<file path="config.mk">
export PLATFORM = sky130hd
export DESIGN_NAME = prio_bus
export DESIGN_NICKNAME = d
export VERILOG_FILES = /design/src/rtl/prio_bus.sv
export SDC_FILE = /design/constraint.sdc
export NUM_CORES = 1
export LEC_CHECK = 0
export BUFFER_PORTS_ARGS = -buffer_cell sky130_fd_sc_hd__buf_2
export CORE_UTILIZATION = 35
export DETAILED_ROUTE_END_ITERATION = 8
export RECOVER_POWER = 100
export SYNTH_ARGS = -nofsm -noshare
export SYNTH_HDL_FRONTEND = slang
export SYNTH_SLANG_ARGS = --single-unit
</file>
<file path="constraint.sdc">
create_clock -name clk -period 5.2 [get_ports clk]
set_input_delay 0.52 -clock clk [delete_from_list [all_inputs] [get_ports clk]]
set_output_delay 0.52 -clock clk [all_outputs]
set_load 0.02 [all_outputs]
</file>
<file path="src/rtl/prio_bus.sv">
module prio_bus #(
  parameter int NM     = 3,
  parameter int NS     = 2,
  parameter int AW     = 8,
  parameter int DW     = 16,
  parameter int LW     = 4,
  parameter int WIN    = 16,
  parameter int STRIDE = 32,
  parameter int WSTEP  = 2,
  parameter int WCW    = 4
)(
  input  logic             clk,
  input  logic             rst_n,
  input  logic [NM-1:0]    m_req,
  input  logic [NM-1:0]    m_wr,
  input  logic [NM-1:0]    m_lock,
  input  logic [NM*AW-1:0] m_addr,
  input  logic [NM*LW-1:0] m_len,
  input  logic [NM*DW-1:0] m_wdata,
  output logic [DW-1:0]    m_rdata,
  output logic [NM-1:0]    m_beat,
  output logic [NM*3-1:0]  m_stat,
  input  logic             dbg_en,
  input  logic             dbg_wr,
  input  logic [AW-1:0]    dbg_addr,
  input  logic [DW-1:0]    dbg_wdata,
  output logic [DW-1:0]    dbg_rdata,
  output logic             dbg_err
);

  localparam int SB    = $clog2(STRIDE);
  localparam int SW    = AW - SB;
  localparam int DEPTH = NS * WIN;
  localparam int IW    = $clog2(DEPTH);
  localparam int IDW   = (NM > 1) ? $clog2(NM) : 1;

  localparam logic [2:0] S_IDLE = 3'd0;
  localparam logic [2:0] S_PEND = 3'd1;
  localparam logic [2:0] S_BUSY = 3'd2;
  localparam logic [2:0] S_DONE = 3'd3;
  localparam logic [2:0] S_ERR  = 3'd4;

  function automatic logic mapped(input logic [AW-1:0] a);
    return (int'(a[AW-1:SB]) < NS) && (int'(a[SB-1:0]) < WIN);
  endfunction

  function automatic logic [IW-1:0] word_idx(input logic [AW-1:0] a);
    int t;
    t = int'(a[AW-1:SB]) * WIN + int'(a[SB-1:0]);
    return t[IW-1:0];
  endfunction

  logic [DW-1:0]  mem [DEPTH];
  logic [2:0]     st [NM];
  logic [NM-1:0]  pend;

  logic           act, wr_q, lk_q;
  logic [IDW-1:0] owner;
  logic [AW-1:0]  cur;
  logic [SW-1:0]  bslv;
  logic [LW-1:0]  rem;
  logic [WCW-1:0] wcnt, wt;

  logic           lock_v;
  logic [IDW-1:0] lock_id;
  logic           hold, gv;
  logic [IDW-1:0] gid;
  logic           ok, err, beat, fin;
  logic [AW-1:0]  g_addr;
  logic [LW-1:0]  g_len;

  assign ok   = act && (cur[AW-1:SB] == bslv) && (int'(bslv) < NS) && (int'(cur[SB-1:0]) < WIN);
  assign err  = act && !ok;
  assign wt   = WCW'(int'(cur[AW-1:SB]) * WSTEP);
  assign beat = ok && (wcnt == wt);
  assign fin  = err || (beat && rem == LW'(1));

  assign g_addr = m_addr[gid*AW +: AW];
  assign g_len  = m_len[gid*LW +: LW];

  always_comb begin
    for (int i = 0; i < NM; i++) pend[i] = (st[i] == S_PEND);
    hold = lock_v && m_lock[lock_id] && !(st[lock_id] == S_IDLE && !m_req[lock_id]);
    gv  = 1'b0;
    gid = '0;
    if (!act) begin
      if (hold) begin
        gv  = pend[lock_id];
        gid = lock_id;
      end else begin
        for (int i = NM - 1; i >= 0; i--) begin
          if (pend[i]) begin
            gv  = 1'b1;
            gid = IDW'(i);
          end
        end
      end
    end
  end

  always_ff @(posedge clk or negedge rst_n) begin
    if (!rst_n) begin
      act     <= 1'b0;
      wr_q    <= 1'b0;
      lk_q    <= 1'b0;
      owner   <= '0;
      cur     <= '0;
      bslv    <= '0;
      rem     <= '0;
      wcnt    <= '0;
      lock_v  <= 1'b0;
      lock_id <= '0;
    end else begin
      if (gv) begin
        act   <= 1'b1;
        owner <= gid;
        wr_q  <= m_wr[gid];
        lk_q  <= m_lock[gid];
        cur   <= g_addr;
        bslv  <= g_addr[AW-1:SB];
        rem   <= (g_len == '0) ? LW'(1) : g_len;
        wcnt  <= '0;
      end else if (act) begin
        if (fin) begin
          act     <= 1'b0;
          lock_v  <= lk_q;
          lock_id <= owner;
        end else if (beat) begin
          cur  <= cur + AW'(1);
          rem  <= rem - LW'(1);
          wcnt <= '0;
        end else begin
          wcnt <= wcnt + WCW'(1);
        end
      end
      if (!act && !hold) lock_v <= 1'b0;
    end
  end

  always_ff @(posedge clk or negedge rst_n) begin
    if (!rst_n) begin
      for (int i = 0; i < NM; i++) st[i] <= S_IDLE;
    end else begin
      for (int i = 0; i < NM; i++) begin
        if (fin && owner == IDW'(i))
          st[i] <= err ? S_ERR : S_DONE;
        else if (gv && gid == IDW'(i))
          st[i] <= S_BUSY;
        else begin
          case (st[i])
            S_IDLE:                 if (m_req[i])  st[i] <= S_PEND;
            S_PEND, S_DONE, S_ERR:  if (!m_req[i]) st[i] <= S_IDLE;
            default:                st[i] <= st[i];
          endcase
        end
      end
    end
  end

  always_ff @(posedge clk) begin
    if (beat && wr_q)
      mem[word_idx(cur)] <= m_wdata[owner*DW +: DW];
    if (dbg_en && dbg_wr && mapped(dbg_addr))
      mem[word_idx(dbg_addr)] <= dbg_wdata;
  end

  assign m_rdata   = (beat && !wr_q) ? mem[word_idx(cur)] : '0;
  assign dbg_rdata = (dbg_en && mapped(dbg_addr)) ? mem[word_idx(dbg_addr)] : '0;
  assign dbg_err   = dbg_en && !mapped(dbg_addr);

  always_comb begin
    for (int i = 0; i < NM; i++) m_beat[i] = beat && (owner == IDW'(i));
  end

  generate
    for (genvar i = 0; i < NM; i++) begin : g_stat
      assign m_stat[i*3 +: 3] = st[i];
    end
  endgenerate

endmodule

</file>
Word-level counts from Yosys, hierarchy flattened. Memory sizes are Yosys's and may differ from the RTL's. Index checks and enable logic that the tools add are counted.

Shift operators: 3. Bitwise gates (word level): 2. Mux-type cells: 65. $mul: 0. $add $sub $neg: 5. Magnitude comparators: 7. Div/mod/pow operators: 0. Reductions and logical operators: 58. Eq/ne operators: 24.

Operators by type and width (number): $shiftx A48 B7 Y16 (1); $mux W3 (15); $mux W4 (9); $mux W16 (2); $mux W8 (4); $logic_and A1 B1 Y1 (26); $ne A4 B4 Y1 const B (6); $shiftx A24 B6 Y8 (1); $mux W1 (21); $pmux W3 S2 (3); $reduce_and A3 Y1 (6); $logic_not A3 Y1 (4); $reduce_bool A4 Y1 (3); $shiftx A12 B5 Y4 (1); $add A5 B5 Y5 (2); $bmux W1 S2 (5); $lt A5 B5 Y1 const B (2); $mux W2 (5); $eq A3 B1 Y1 const B (3); $eq A3 B2 Y1 const B (3); $eq A3 B3 Y1 const B (3); $reduce_or A3 Y1 (3); $add A8 B1 Y8 const B (1); $reduce_bool A2 Y1 (4); other kinds (20) (31).

RAM bits: 512. ROM bits: 0. Bits in latches: 0. Memories: 1. Register bits: 36. Logic and storage cells: 178.

Memory list: mem (words 32, bits a word 16, read ports 2, clocked after Yosys merged registers in 0, write ports 2, line 53) `logic [DW-1:0] mem [DEPTH];`.

Depth between registers and ports, before layout.
Depth in word-level cells: 14. Mapped depth: 10. Gate-level depth less buffers: 8.

Least setup slack after synthesis. Ideal clock, no wire load.

Path kind: register -> register. Start point: register cur[7]. End point: memory mem[0][0] (enable). Slack: 1.893 ns. Required time: 4.789 ns. Buffers on the path: 1. Stages on the path, launching flop included: 7. Library setup time: 0.411 ns. Data arrival time: 2.896 ns. Cell sequence: dfrtp_1 > xor2_1 > or3_1 > clkbuf_1 > nor3_1 > nand3_1 > o21ai_0.

RTL lines: from (decl) (line 59) `logic [AW-1:0] cur;`; from (signal assigned) (line 119) `cur <= g_addr;`; from (signal assigned) (line 129) `cur <= cur + AW'(1);`; to (decl) (line 53).

==> flow_summary.json <==
{
  "ant_nets": 0,
  "clock_latency_ns": 0.67,
  "design.core.area_um2": 88400,
  "path_clk_slew_ns": 0.06,
  "rsz0062_at_grt": "no",
  "clock-sinks": 548,
  "cp_top_family": "compound AO/OA/AOI/OAI gates",
  "finalCritPeriodShare_pct": 88.8,
  "fillers": 8395,
  "setup_tns_ns": 0,
  "cts_tree": "yes",
  "hold_class": "primary input to flip-flop",
  "required_ns": 5.49,
  "cp_max_fo": 11,
  "syn_inst": 2676,
  "area_growth_pct": 12.5,
  "final-hold-violation-count": 0,
  "io_buffers": 165,
  "setup_slack_ns": 0.583,
  "cp.buffers_inverters": 2,
  "die_area_um2": 90300,
  "regArea_um2": 16300,
  "first_pass_iters": 6,
  "drt_wl_total_mm": 122,
  "relSlewSlack_pct": -70.9,
  "cp-start-kind": "flip-flop",
  "grt_pass1_wl_mm": 173,
  "fmax_mhz": 217,
  "post_cts_buffers": 0,
  "period_needed_ns": 4.62,
  "htreeDepth": 2,
  "clk_path_buf_depth": 3,
  "crit_path_max_incr_delay_ns": 1.28,
  "rows": 109,
  "fin_nets": 2853,
  "max_cap_violations": 10,
  "crit_chain": "nor4b_1 -> nand2_1 -> nor3_1 -> nand3_1 -> clkbuf_1 -> o21ai_0 -> clkbuf_1",
  "yosys_warnings": 0,
  "synth-edff-count": 512,
  "synth_flop_cell": "edfxtp_1",
  "grt_max_degree": 66,
  "power.density_nw_per_um2": 470,
  "die_height_um": 301,
  "async_flop_share_pct": 6.57,
  "path_class": "flip-flop to flip-flop",
  "synth_common_cells": "nor2_1, a21oi_1, edfxtp_1",
  "violations": "capacitance limit, slew limit",
  "fin_skew_ns": 0.0408,
  "drt-wirelength-per-cell_um": 31.1,
  "synth_cell_type_count": 63,
  "synth_top_area_share_pct": 49.3,
  "post-route-drc-count": 0,
  "cp-end-kind": "flip-flop",
  "root_buffer": "clkbuf_16",
  "p_leak_nw": 11.9,
  "grt_remaining_overflow": 0,
  "outcome": "complete, but fails checks",
  "dr.first_iter.drc_count": 4519,
  "cts_buffers": 58,
  "start_util_pct": 35.3,
  "syn_nets": 2805,
  "path_common_cell": "clkbuf_1",
  "pre_cts_ws_ns": 1.40,
  "multi_input_area_um2": 13700,
  "cpMaxStageDelayCell": "o21ai_0",
  "setup_viol": 0,
  "drive_gt1_share_pct": 21.6,
  "netlist_area_um2": 31200,
  "synth_most_common_cell": "nor2_1",
  "peakVddDrop_v": 0.000298,
  "hpwl_mm": 80.3,
  "final_max_slew_viol_count": 193,
  "avgViaCountPerCell": 6.32,
  "critPathArrivalTime_ns": 4.91,
  "grt_pass1_vias": 23300,
  "worstMarginPinSlew_ns": 2.54,
  "grt_usage_pct": 26.9,
  "ys_ff_latch": 548,
  "die_w_um": 301,
  "ios": 166,
  "avgSynthCellArea_um2": 11.7,
  "vias": 24900,
  "yosysTopAreaCell": "edfxtp_1",
  "antenna_found_initial": 6,
  "yosysSeqAreaShare_pct": 52.2,
  "yosys-top-cells-area": "edfxtp_1, mux4_2, a21oi_1, nor2_1, dfrtp_1",
  "gp_congestion": 1.04
}
layout by cell type, fill, tap and decap left out, types with 4 or more instances in the layout:
| cell type | instances |
|---|---|
| clkbuf_16 | 60 |
| clkbuf_1 | 88 |
| bufinv_16 | 6 |
| buf_4 | 66 |
| mux2i_1 | 21 |
| nor2_1 | 568 |
| o221ai_1 | 16 |
| edfxtp_1 | 512 |
| clkinv_1 | 11 |
| mux4_2 | 256 |
| mux2_2 | 5 |
| o22a_1 | 16 |
| a21oi_1 | 528 |
| a211oi_1 | 5 |
| o21ai_0 | 46 |
| buf_12 | 4 |
| a221oi_1 | 19 |
| nand3_1 | 12 |
| o22ai_1 | 34 |
| a221o_1 | 6 |
| nand2_1 | 54 |
| nor4_1 | 18 |
| xor2_1 | 7 |
| nor3_1 | 10 |
| or3_1 | 6 |
| nor3_2 | 4 |
| nor2b_1 | 6 |
| xnor2_1 | 6 |
| nor2_2 | 6 |
| a22o_1 | 19 |
| ha_1 | 8 |
| a22oi_1 | 36 |
| clkinv_2 | 9 |
| inv_1 | 16 |
| clkbuf_2 | 15 |
| a31oi_1 | 19 |
| dfrtp_1 | 34 |
| a21oi_2 | 17 |
| buf_2 | 131 |
| nand2b_1 | 9 |
report_power, final:
part	total, mW	internal, mW	switching, mW
registers	5.83	5.48	0.351
clock network	4.30	2.44	1.86
logic	6.37	2.38	3.99
total	16.5	10.3	6.20
flip-flops by register name (all words and copies together) (netlist names):
signal / count
lock_v: 1
mem: 512
rem: 4
cur: 8
owner: 2
wr_q: 1
m_stat: 9
bslv: 3
wcnt: 4
lock_id: 2
lk_q: 1
act: 1
logic make-up after synthesis:
logic type | synth area share (%)
AO/OA/AOI/OAI | 14.4
XOR/XNOR | 0.365
adder cells (fa/ha/maj) | 0.321
buffers and inverters | 4.00
flip-flops | 52.2
multiplexers | 19.4
AND/OR/NAND/NOR | 9.33
worst min-delay path, cell delays in order:
cell and delay, ns:
buf_2 0.09, nand2_1 0.04, a31oi_1 0.08
area by class of cell:
cell class	count	area share [%]
sequential	548	46.4
multi-input combinational	1805	39.1
timing repair buffer	295	4.64
clock buffer	74	4.49
tap	1165	4.15
clock inverter	33	1.02
inverter	16	0.171
antenna	1	0.00713
repair_timing:
item,4_1_cts,5_1_grt
hold buffers,1,0
gates resized for setup,0,0
hold endpoints to repair,36,0
worst paths after layout:
kind,endpoint,slack [ns],depth (start not counted),startpoint
max,mem[15][10],0.58,7,act
min,wr_q,0.15,3,m_wr[0]
max reg2reg,mem[15][10],0.58,7,act
min reg2reg,bslv[2],0.51,2,bslv[2]
max in group asynchronous,cur[1],2.76,2,rst_n
min in group asynchronous,m_stat[8],1.00,2,rst_n
layer usage:
layer / track usage, % / wire (um)
met2: 40.1 / 53400
met3: 7.63 / 17400
met1: 35.3 / 43500
met4: 14.6 / 8100
met5: 0 / 83
stage by stage:
step | cells | power, mW | utilization (%) | hold slack (ns) | cell area, um2
2_1_floorplan | 2676 | 9.90 | - | 0.224 | 31200
3_3_place_gp | 3828 | 12.1 | 38.0 | 0.493 | 33600
3_5_place_dp | 3828 | 12.2 | 38.0 | 0.495 | 33600
4_1_cts | 3936 | 16.4 | 40.2 | 0.118 | 35500
5_1_grt | 3936 | 17.0 | 39.7 | 0.164 | 35100
6_report | 3937 | 16.5 | 39.7 | 0.146 | 35100
(Power assumes the default switching activity.)
